==> src/rtl/bpf_pkg.sv <==
package bpf_pkg;
    parameter int SAMPLE_W = 8;
    parameter int ACC_W    = SAMPLE_W + 3;
    parameter int MAG_W    = ACC_W - 1;

    typedef logic [SAMPLE_W-1:0] sample_t;
    typedef logic signed [ACC_W-1:0] acc_t;

    // stored past output: separate sign flag and magnitude
    typedef struct packed {
        logic             neg;
        logic [MAG_W-1:0] mag;
    } smag_t;

    function automatic acc_t smag_to_acc(smag_t s);
        acc_t m;
        m = acc_t'({1'b0, s.mag});
        return s.neg ? -m : m;
    endfunction

    function automatic smag_t acc_to_smag(acc_t a);
        smag_t s;
        acc_t  m;
        s.neg = a[ACC_W-1];
        m     = s.neg ? -a : a;
        s.mag = m[MAG_W-1:0];
        return s;
    endfunction

    function automatic acc_t widen(sample_t x);
        return acc_t'({{(ACC_W-SAMPLE_W){1'b0}}, x});
    endfunction
endpackage

==> src/rtl/bpf_history.sv <==
module bpf_history
    import bpf_pkg::*;
#(
    parameter int DEPTH = 2
) (
    input  logic    clk,
    input  logic    rst,
    input  logic    shift_en,
    input  sample_t x_in,
    input  smag_t   y_in,
    output sample_t x_old,
    output smag_t   y_old
);
    typedef struct packed {
        sample_t [DEPTH-1:0] x;
        smag_t   [DEPTH-1:0] y;
    } hist_t;

    hist_t h_d, h_q;

    always_comb begin
        h_d = h_q;
        if (shift_en) begin
            h_d.x[0] = x_in;
            h_d.y[0] = y_in;
            for (int i = 1; i < DEPTH; i++) begin
                h_d.x[i] = h_q.x[i-1];
                h_d.y[i] = h_q.y[i-1];
            end
        end
    end

    always_ff @(posedge clk) begin
        if (rst) h_q <= '0;
        else     h_q <= h_d;
    end

    assign x_old = h_q.x[DEPTH-1];
    assign y_old = h_q.y[DEPTH-1];
endmodule

==> src/rtl/bpf_recur.sv <==
module bpf_recur
    import bpf_pkg::*;
#(
    parameter int SHIFT = 2,
    parameter int FB_SH = 1
) (
    input  sample_t x_now,
    input  sample_t x_old,
    input  smag_t   y_old,
    output acc_t    y_acc,
    output smag_t   y_sm
);
    acc_t fb, inter, diff;

    always_comb begin
        fb    = smag_to_acc(y_old) <<< FB_SH;   // 2*y(n-2), signed
        inter = widen(x_old) + fb;              // may be negative
        diff  = widen(x_now) - inter;
        y_acc = diff >>> SHIFT;                 // floor division
        y_sm  = acc_to_smag(y_acc);
    end
endmodule

==> src/rtl/bpf_bias_sat.sv <==
module bpf_bias_sat
    import bpf_pkg::*;
#(
    parameter int BIAS = 128
) (
    input  logic    clk,
    input  logic    rst,
    input  logic    y_valid,
    input  acc_t    y_in,
    output logic    out_valid,
    output sample_t out_code
);
    localparam acc_t CODE_MAX = acc_t'((1 << SAMPLE_W) - 1);

    typedef struct packed {
        logic    vld;
        sample_t code;
    } out_t;

    out_t o_d, o_q;
    acc_t sum;

    always_comb begin
        o_d     = o_q;
        sum     = y_in + acc_t'(BIAS);
        o_d.vld = y_valid;
        if (y_valid) begin
            if (sum < 0)             o_d.code = '0;
            else if (sum > CODE_MAX) o_d.code = '1;
            else                     o_d.code = sum[SAMPLE_W-1:0];
        end
    end

    always_ff @(posedge clk) begin
        if (rst) o_q <= '0;
        else     o_q <= o_d;
    end

    assign out_valid = o_q.vld;
    assign out_code  = o_q.code;
endmodule

==> src/rtl/bpf_section.sv <==
module bpf_section
    import bpf_pkg::*;
#(
    parameter int BIAS = 128
) (
    input  logic       clk,
    input  logic       rst,
    input  logic       in_valid,
    input  logic [7:0] in_data,
    output logic       out_valid,
    output logic [7:0] out_code
);
    typedef struct packed {
        logic vld;
        acc_t y;
    } stg_t;

    sample_t x_old;
    smag_t   y_old;
    acc_t    y_acc;
    smag_t   y_sm;
    stg_t    s_d, s_q;

    bpf_history #(.DEPTH(2)) i_hist (
        .clk     (clk),
        .rst     (rst),
        .shift_en(in_valid),
        .x_in    (in_data),
        .y_in    (y_sm),
        .x_old   (x_old),
        .y_old   (y_old)
    );

    bpf_recur #(.SHIFT(2), .FB_SH(1)) i_recur (
        .x_now(in_data),
        .x_old(x_old),
        .y_old(y_old),
        .y_acc(y_acc),
        .y_sm (y_sm)
    );

    always_comb begin
        s_d     = s_q;
        s_d.vld = in_valid;
        if (in_valid) s_d.y = y_acc;
    end

    always_ff @(posedge clk) begin
        if (rst) s_q <= '0;
        else     s_q <= s_d;
    end

    bpf_bias_sat #(.BIAS(BIAS)) i_out (
        .clk      (clk),
        .rst      (rst),
        .y_valid  (s_q.vld),
        .y_in     (s_q.y),
        .out_valid(out_valid),
        .out_code (out_code)
    );
endmodule

==> config.mk <==
export PLATFORM = sky130hd
export DESIGN_NAME = bpf_section
export DESIGN_NICKNAME = d
export VERILOG_FILES = /design/src/rtl/bpf_pkg.sv /design/src/rtl/bpf_history.sv /design/src/rtl/bpf_recur.sv /design/src/rtl/bpf_bias_sat.sv /design/src/rtl/bpf_section.sv
export SDC_FILE = /design/constraint.sdc
export NUM_CORES = 1
export LEC_CHECK = 0
export CORE_MARGIN = 8
export CORE_UTILIZATION = 54
export CTS_BUF_LIST = sky130_fd_sc_hd__clkbuf_8 sky130_fd_sc_hd__clkbuf_16
export CTS_CLUSTER_DIAMETER = 80
export DETAILED_ROUTE_END_ITERATION = 10
export GPL_ROUTABILITY_DRIVEN = 0
export PLACE_DENSITY_LB_ADDON = 0.05
export SYNTH_ARGS = -nofsm -noshare
export SYNTH_HDL_FRONTEND = slang
export SYNTH_SLANG_ARGS = --single-unit
export TNS_END_PERCENT = 30
==> constraint.sdc <==
create_clock -name clk -period 3.9 [get_ports clk]
set_input_delay 1.17 -clock clk [delete_from_list [all_inputs] [get_ports clk]]
set_output_delay 1.17 -clock clk [all_outputs]
set_load 0.03 [all_outputs]
* Word level (Yosys, flattened, before mapping)
Cells that the tools add are included.
** Storage, ports and cells
- Input bits :: 11
- Output and inout port bits :: 9
- Flip-flop bits (word level) :: 57
- Word-level logic and storage cells :: 21
** Cells by class
- Add/subtract/negate cells :: 5
- Order comparisons :: 2
- Muxes and demuxes :: 4
** Operators by type and width (count)
- $mux W10 :: 2
- $mux W8 :: 2
- $add A9 B11 Y11 :: 1
- $sub A9 B11 Y11 :: 1
- $add A9 B9 Y10 const B :: 1
- $gt A10 B9 Y1 const B :: 1
- $lt A10 B1 Y1 const B :: 1
- $neg A10 Y10 :: 1
- $neg A9 Y10 :: 1

* Logic depth before layout (Yosys ltp)
Gate-level depths: netlist of run 1.
- Depth after elaboration :: 6
- Depth in mapped cells :: 16
- Gate-level depth less buffers :: 15

* Cells and area by module
Synthesis of run 1 repeated with hierarchy kept, for this count alone.
** Unflattened totals
- Cell total of the unflattened synthesis :: 377
- Area total of the unflattened synthesis :: 3412.0 um^2
** By module, submodules not included
- bpf_history :: sequential area each 760.7 um^2, cells each 141, times used 1, area each 1501.4 um^2
- bpf_recur :: sequential area each 0.0 um^2, cells each 148, times used 1, area each 1046.0 um^2
- bpf_bias_sat :: sequential area each 180.2 um^2, cells each 51, times used 1, area each 450.4 um^2
- bpf_section :: sequential area each 240.2 um^2, cells each 37, times used 1, area each 414.1 um^2

* Worst setup path after synthesis of run 1
OpenSTA, ideal clock, no wires.
- Kind :: input port to flip-flop
- From :: in in_data[3]
- To :: reg i_hist.h_q[5] (netlist bit)
- Required time :: 3766 ps
- Slack :: -74 ps
- Buffers on the path :: 1
- Stages :: 11
- Setup time :: 134 ps
- Data arrival time :: 3840 ps
- Cell sequence :: inv_1 -> fa_1 -> inv_1 -> ha_1 -> buf_2 -> o211ai_1 -> o21ai_0 -> xor2_1 -> or3_1 -> and4b_1 -> or4_1
** Between the ends
- Word-level cells in the longest chain between the ends :: 3
** RTL lines
- from (decl) :: RTL line bpf_section.sv:9 : input logic [7:0] in_data,
- $sub A9 B11 Y11 * :: RTL line bpf_recur.sv:18 : diff = widen(x_now) - inter;
- $neg A9 Y10 :: RTL line bpf_pkg.sv:25 : m = s.neg ? -a : a;
- $mux W10 * :: RTL line bpf_pkg.sv:25
- to (signal assigned) :: RTL line bpf_history.sv:34 : if (rst) h_q <= '0;
- to (signal assigned) :: RTL line bpf_history.sv:35 : else h_q <= h_d;
- to (decl) :: RTL line bpf_history.sv:19 : hist_t h_d, h_q;
Every way passes the cells marked *; elsewhere a longest branch is shown, timed or not.
A chain may end at the register's enable or synchronous reset.

* Worst setup path after layout of run 1
- From :: in in_data[3]
- To :: reg i_hist.h_q[2] (netlist bit)
The elaborated chain is that of the path after synthesis.

==> results of run 1 <==
[placed cells by master (no fill, tap or decap), types with 3 or more instances in the layout]
master,n
clkdlybuf4s50_1,11
xnor2_1,12
inv_1,27
buf_4,48
inv_2,6
nand2_1,16
mux2i_1,43
clkbuf_8,5
dfxtp_1,55
o211ai_1,3
dlygate4sd2_1,4
a211oi_1,8
nor2_1,60
nor3_1,3
ha_1,8
ha_4,5
a21boi_0,3
a21o_1,4
nor2b_1,3
fa_1,5
or3_1,4
o21ai_0,8
a21oi_1,17
xor2_1,9
[kinds of logic (layout without fill, tap and decap cells)]
family                   after synthesis  in the layout  share of synthesized area (%)
XOR/XNOR                              21             21                          5.674
multiplexers                          43             43                          13.28
buffers and inverters                 56            109                          7.719
AND/OR/NAND/NOR                      110            110                          16.48
adder cells (fa/ha/maj)               20             20                          9.109
flip-flops                            55             55                          33.96
AO/OA/AOI/OAI                         66             66                          13.78
[registers in the layout, indices dropped and copies added, names as in the netlist]
signal	flops
i_hist.h_q	17
i_hist.x_old	8
i_hist.y_old	11
i_out.out_code	8
i_out.out_valid	1
s_q	10
[metal layers]
metal	share of wire, %	vias to the layer above	wire (µm)	GRT usage (%)
met1	47	1186	3324	21.60
met2	48	38	3355	28.20
li1	-	1364	-	-
met4	1.9	0	136	6.577
met3	3.2	10	223	3.526
met5	0	-	0	0
[metrics by stage]
| stage | setup slack [ps] | setup TNS [ps] |
|---|---|---|
| finish | 149.9 | 0 |
| global route | -0.3100 | -0.3100 |
| CTS | 4.381 | 0 |
| detailed placement | -594.4 | -4250 |
| global placement | -504.3 | -3679 |
| floorplan | 13.39 | 0 |
[final cells by class]
type / instances / area, µm² / share of cell area (%)
clock buffers: 5 / 68.82 / 1.726
inverters: 33 / 123.9 / 3.107
repair buffers: 68 / 551.8 / 13.84
multi-input cells: 260 / 2023 / 50.75
flip-flops and latches: 55 / 1101 / 27.62
clock inverters: 3 / 23.77 / 0.5964
well taps: 75 / 93.84 / 2.354
[path summary, 6_finish.rpt]
check | end | depth (start not counted) | from
worst min register to register | i_hist.h_q[9]$_SDFFE_PP0P_ | 1 | i_hist.h_q[9]$_SDFFE_PP0P_
worst min-delay path | i_hist.h_q[9]$_SDFFE_PP0P_ | 1 | i_hist.h_q[9]$_SDFFE_PP0P_
worst max-delay path | i_hist.h_q[2]$_SDFFE_PP0P_ | 13 | in_data[3]
worst max register to register | i_hist.h_q[5]$_SDFFE_PP0P_ | 16 | i_hist.y_old[0]$_SDFFE_PP0P_
[report_power, final]
part           switching [mW]  total [mW]  internal (mW)
Combinational           0.676        1.41          0.730
Clock                   0.205       0.335          0.130
Sequential             0.0612       0.705          0.644
Total                   0.942        2.45           1.50
[what timing repair did]
item	CTS	global route
pin swaps	23	12
endpoints found under the setup margin	8	7
buffers inserted	4	1
gates resized for setup	24	6
gates cloned	0	0
[critical path, delay by kind of cell]
family / cells / cell delay (ps)
compound gates: 4 / 980
fa+ha+maj: 2 / 830
simple gates: 3 / 510
buf+inv: 4 / 470
==> key figures, run 1 <==
Clock tree
  – CTS tree: built
  – # H-tree levels: 2
  – Hold buffer count at CTS: 0
  – TritonCTS Buffers: 5
  – Clock-pin slew on the worst setup and hold paths: 110 ps
  – CTS sink cnt: 55
  – CTS max path bufs: 2
  – Worst skew pair latency: 320 ps
  – Clock root cell: clkbuf_8

Finish
  – Post-route cell area: 0.003986 mm²
  – Area Overhead vs Synth: 22.96%
  – Layout cells sized above 1: 20.99%
  – Post-Layout Cell Count: 499
  – Layout Utilization: 68.14%
  – Ant. Diodes: 0
  – Fin nets: 454
  – Filler cell count: 471

Logic synthesis
  – Synth warn: 0
  – Post-synth top area cell: dfxtp_1
  – Async SR Flop Fraction: 0%
  – Syn_nets: 402
  – Top_reg_cell synth: dfxtp_1
  – Post-synth cell types: 56
  – Number of enable flip-flop cells after synthesis: 0
  – Synth area leaders: dfxtp_1, mux2i_1, nor2_1
  – Most common cell in the netlist: nor2_1
  – Seq/Total Area, Yosys: 33.96%
  – Mapped Cells: 371
  – Mapped Area: 0.003242 mm²
  – Mean Syn Cell Area: 8.738 µm²
  – #FFs+latches synth: 55
  – Top cells by count, synth: nor2_1, dfxtp_1, mux2i_1, inv_1, a21oi_1
  – Top cell type's share of synthesized area: 33.96%

Hold path
  – Hold Crit Class: flop to flop

Timing
  – Tightest slew margin relative to the limit: 60.24%
  – Final setup viols: 0
  – Period minus WS final: 3750 ps
  – Slew Viols, Final: 0
  – Final hold violation count: 0
  – Fin Clk Skew: 5.745 ps
  – Worst Max-Slew Pin Slew: 596.4 ps
  – Max Fclk: 0.2667 GHz
  – Period utilization: 96.16%
  – Min Hold Slack: 481.3 ps

Critical path
  – CP max FO: 6
  – Crit. End Element: flop
  – CP required: 4140 ps
  – Critical path class: input pin to flop
  – Most common cell on crit path: inv_1
  – CP Launch Type: input pin
  – CP peak stage delay: 520 ps
  – Cells along the critical path: dlygate4sd2_1 > inv_1 > fa_1 > inv_1 > ha_4 > nand4_1 > o22a_2 > a211oi_4 > o21a_2 > nor2_4 > buf_4 > or3_1 > a311oi_1
  – Slowest-stage cell, CP: fa_1
  – R2r setup slk: 260 ps
  – Critical path arrival: 3990 ps

Place
  – Placed instance area: 0.003741 mm²
  – IO Port Bufs: 19
  – Post-DP HPWL: 5.332 mm
  – Post-Place Cells: 486

Pwr
  – PD cells: 613.7 mW/mm²
  – Max VDD drop: 0.2941 mV
  – Total power draw: 2.446 mW
  – LEAKAGE: 1.749 nW

GRT
  – Initial antenna violation count: 0
  – GRT overflow: 0
  – Total Routing Usage GR: 17.21%
  – First-pass GRT wire length: 12.17 mm
  – Vias in the first global route: 2,615
  – Largest net degree at the start of global routing: 34

Drt
  – Routed Antenna Nets: 0
  – Residual DRC count: 0
  – WL per Instance: 14.11 µm
  – Vias: 2,598
  – 1st-iter DRT viols: 114
  – Drt pass-1 iters: 5
  – DR vias/cell: 5.206
  – Final wirelength: 7.041 mm

Floorplanning
  – DIE WIDTH: 93.48 µm
  – Row count: 28
  – Initial Util: 55.41%
  – I/O Pins: 20
  – Core area: 0.005851 mm²
  – Die Y: 93.48 µm
  – Die area: 0.008739 mm²

Run status
  – Outcome: finished clean

Job
  – MaxCap Viol Count: 0
Note: power is estimated with default switching activity, not from simulation.
==> run 2: changes to the inputs <==
--- a/config.mk
+++ b/config.mk
@@ -5,8 +5,9 @@
 export SDC_FILE = /design/constraint.sdc
 export NUM_CORES = 1
 export LEC_CHECK = 0
+export CORE_ASPECT_RATIO = 1.2
 export CORE_MARGIN = 8
-export CORE_UTILIZATION = 54
+export CORE_UTILIZATION = 59
 export CTS_BUF_LIST = sky130_fd_sc_hd__clkbuf_8 sky130_fd_sc_hd__clkbuf_16
 export CTS_CLUSTER_DIAMETER = 80
 export DETAILED_ROUTE_END_ITERATION = 10
==> constraint.sdc (replaced) <==
create_clock -name clk -period 3.65 [get_ports clk]
set_input_delay 1.095 -clock clk [delete_from_list [all_inputs] [get_ports clk]]
set_output_delay 1.095 -clock clk [all_outputs]
set_load 0.03 [all_outputs]
==> run 2 against run 1 <==
Sequential power rose by 7.5%. Clock skew is 0.69 ps higher. Register-to-register slack lost 230 ps. Routed wire length rose by 7.5%. Utilization grew 12 points. Cell count fell by 1.0%. Combinational power rose by 16%. Critical endpoint is now i_hist.h_q[5]$_SDFFE_PP0P_. Largest cell class unchanged.
==> key figures, run 2 (same netlist as run 1, synthesis figures left out) <==
Run status
  – Outcome: finished clean

Critical path
  – Reg2reg start: i_hist.y_old[2]$_SDFFE_PP0P_
  – Reg2reg path depth: 14 (-2)
  – Crit-path leading delay family: simple AND/OR/NAND/NOR gates
  – Critical path class: flop to flop
  – Worst path bufs/invs: 1 (-3)
  – CP required: 3840 ps (-300 ps)
  – CP max FO: 5 (-1)
  – Crit. End Element: flop
  – Worst R2R End: i_hist.h_q[5]$_SDFFE_PP0P_
  – Critical path arrival: 3800 ps (-190 ps)
  – Slowest-stage cell, CP: or4_1
  – R2r setup slk: 30 ps (-230 ps)
  – CP Launch Type: flop
  – CP peak stage delay: 500 ps (-20 ps)
  – Cells along the critical path: buf_4 > nor4_4 > nand2_1 > nand2_2 > xor2_2 > fa_1 > ha_4 > a21o_4 > a2111oi_4 > a211oi_4 > o21a_2 > nor2_4 > and4b_1 > or4_1

Place
  – Pre-CTS setup slack: -680.6 ps (-86.22 ps)
  – Post-DP HPWL: 5.129 mm (-3.8%)
  – Post-Place Cells: 472 (-2.9%)
  – IO Port Bufs: 19 (unchanged)

Finish
  – Area Overhead vs Synth: 30.41%
  – Commonest non-fill, non-tap cell in the layout: nor2_1
  – Fin nets: 462 (+1.8%)
  – Layout cells sized above 1: 31.48% (+10 points)
  – Post-Layout Cell Count: 494 (-1.0%)
  – Ant. Diodes: 0 (unchanged)
  – Layout Utilization: 79.81% (+12 points)
  – Max FFs per register: 17 (unchanged)
  – Commonest cells after routing, fill and taps aside: nor2_1, buf_4, dfxtp_1, mux2i_1, inv_1
  – Filler cell count: 350 (-26%)
  – Biggest register: i_hist.h_q

Floorplanning
  – Die Y: 97.20 µm (+4.0%)
  – Initial Util: 61.20% (+5.8 points)
  – Row count: 29 (+3.6%)
  – Die area: 0.008132 mm² (-6.9%)
  – I/O Pins: 20 (unchanged)
  – Core area: 0.005298 mm² (-9.5%)
  – DIE WIDTH: 83.67 µm (-10%)

Timing
  – Final setup viols: 0 (unchanged)
  – Period minus WS final: 3619 ps
  – Min Hold Slack: 480.0 ps (-1.250 ps)
  – Final hold violation count: 0 (unchanged)
  – Unrepaired setup endpoints after global routing: true
  – Slew Viols, Final: 0 (unchanged)
  – Max Fclk: 0.2764 GHz
  – Worst Max-Slew Pin Slew: 694.3 ps (+97.95 ps)
  – Tightest slew margin relative to the limit: 53.71% (-6.5 points)
  – Fin Clk Skew: 6.431 ps (+0.6856 ps)
  – Final WS setup: 31.39 ps (-118.5 ps)
  – Period utilization: 99.14%

GRT
  – First-pass GRT wire length: 12.44 mm (+2.2%)
  – Vias in the first global route: 2,685 (+2.7%)
  – Initial antenna violation count: 0 (unchanged)
  – Largest net degree at the start of global routing: 53 (+56%)
  – GRT overflow: 0 (unchanged)
  – Total Routing Usage GR: 17.97% (+0.76 points)

Job
  – MaxCap Viol Count: 0 (unchanged)

Clock tree
  – CTS max path bufs: 2 (unchanged)
  – Clock root cell: clkbuf_8
  – CTS sink cnt: 55 (unchanged)
  – Clock-pin slew on the worst setup and hold paths: 100 ps (about the same)
  – CTS tree: built
  – TritonCTS Buffers: 5 (unchanged)
  – Worst skew pair latency: 310 ps (about the same)
  – # H-tree levels: 2 (unchanged)

Drt
  – 1st-iter DRT viols: 130 (+14%)
  – Routed Antenna Nets: 0 (unchanged)
  – Final wirelength: 7.572 mm (+7.5%)
  – DR vias/cell: 5.549 (+6.6%)
  – Residual DRC count: 0 (unchanged)
  – Vias: 2,741 (+5.5%)
  – WL per Instance: 15.33 µm (+8.6%)
  – Drt pass-1 iters: 4 (-1)

Pwr
  – Total power draw: 2.734 mW (+12%)
  – LEAKAGE: 1.832 nW (+4.8%)
  – PD cells: 646.6 mW/mm² (+5.4%)
  – Max VDD drop: 0.3546 mV (+21%)

Hold path
  – Beginning of the worst hold path: i_hist.h_q[9]$_SDFFE_PP0P_
  – Hold Crit Class: flop to flop
  – Hold path depth: 1 (unchanged)
  – WHS Endpoint: i_hist.h_q[9]$_SDFFE_PP0P_
[run 2: cell types whose count changed in the layout (fill, tap and decap cells not counted), sizes merged]
cell	delta
dlygate4sd2	-4
clkinvlp	-1
clkbuf	+2
clkdlybuf4s15	+2
clkdlybuf4s50	-1
buf	+10
dlymetal6s2s	-1
clkinv	+1
[run 2: worst max path at each step]
stage                                      start                         end  slack [ps]  cells after the start
detailed placement                    in_data[3]  i_hist.h_q[5]$_SDFFE_PP0P_        -680                     11
global placement                      in_data[3]  i_hist.h_q[8]$_SDFFE_PP0P_        -610                     12
CTS                                   in_data[0]  i_hist.h_q[5]$_SDFFE_PP0P_           1                     11
floorplan                             in_data[3]  i_hist.h_q[5]$_SDFFE_PP0P_           2                     12
finish              i_hist.y_old[2]$_SDFFE_PP0P_  i_hist.h_q[5]$_SDFFE_PP0P_          30                     14
global route        i_hist.y_old[1]$_SDFFE_PP0P_  i_hist.h_q[5]$_SDFFE_PP0P_         -90                     14
[run 2: layer usage]
layer / GRT usage, % / wire [µm] / share of wire [%] / up-vias
li1: - / - / - / 1380
met1: 21.25 / 3248 / 43 / 1301
met2: 32.18 / 3902 / 52 / 45
met3: 2.601 / 256 / 3.4 / 15
met4: 5.459 / 165 / 2.2 / 0
met5: 0 / 0 / 0 / -
[run 2: through the flow]
stage,TNS (ps),area (µm²)
floorplan,0,3333
global placement,-5588,3755
detailed placement,-6208,3755
CTS,0,4000
global route,-116.1,4228
finish,0,4228
[run 2: report_power, final]
group / switching [mW] / internal [mW] / total (mW)
clock: 0.208 / 0.138 / 0.346
combinational: 0.790 / 0.840 / 1.63
sequential: 0.0677 / 0.690 / 0.758
[run 2: layout make-up]
class | count | area [µm²] | share of cell area, %
multi-input combinational | 260 | 2207 | 52.20
tap | 62 | 77.57 | 1.835
sequential | 55 | 1117 | 26.43
clock inverter | 3 | 22.52 | 0.5327
timing repair buffer | 76 | 610.6 | 14.44
clock buffer | 5 | 68.82 | 1.628
inverter | 33 | 123.9 | 2.930
[run 2: what timing repair did]
action | 4_1_cts | 5_1_grt
pin swaps | 22 | 35
gates resized for setup | 47 | 43
setup buffers | 5 | 10
hold buffers | 0 | 0
endpoints found under the setup margin | 11 | 7
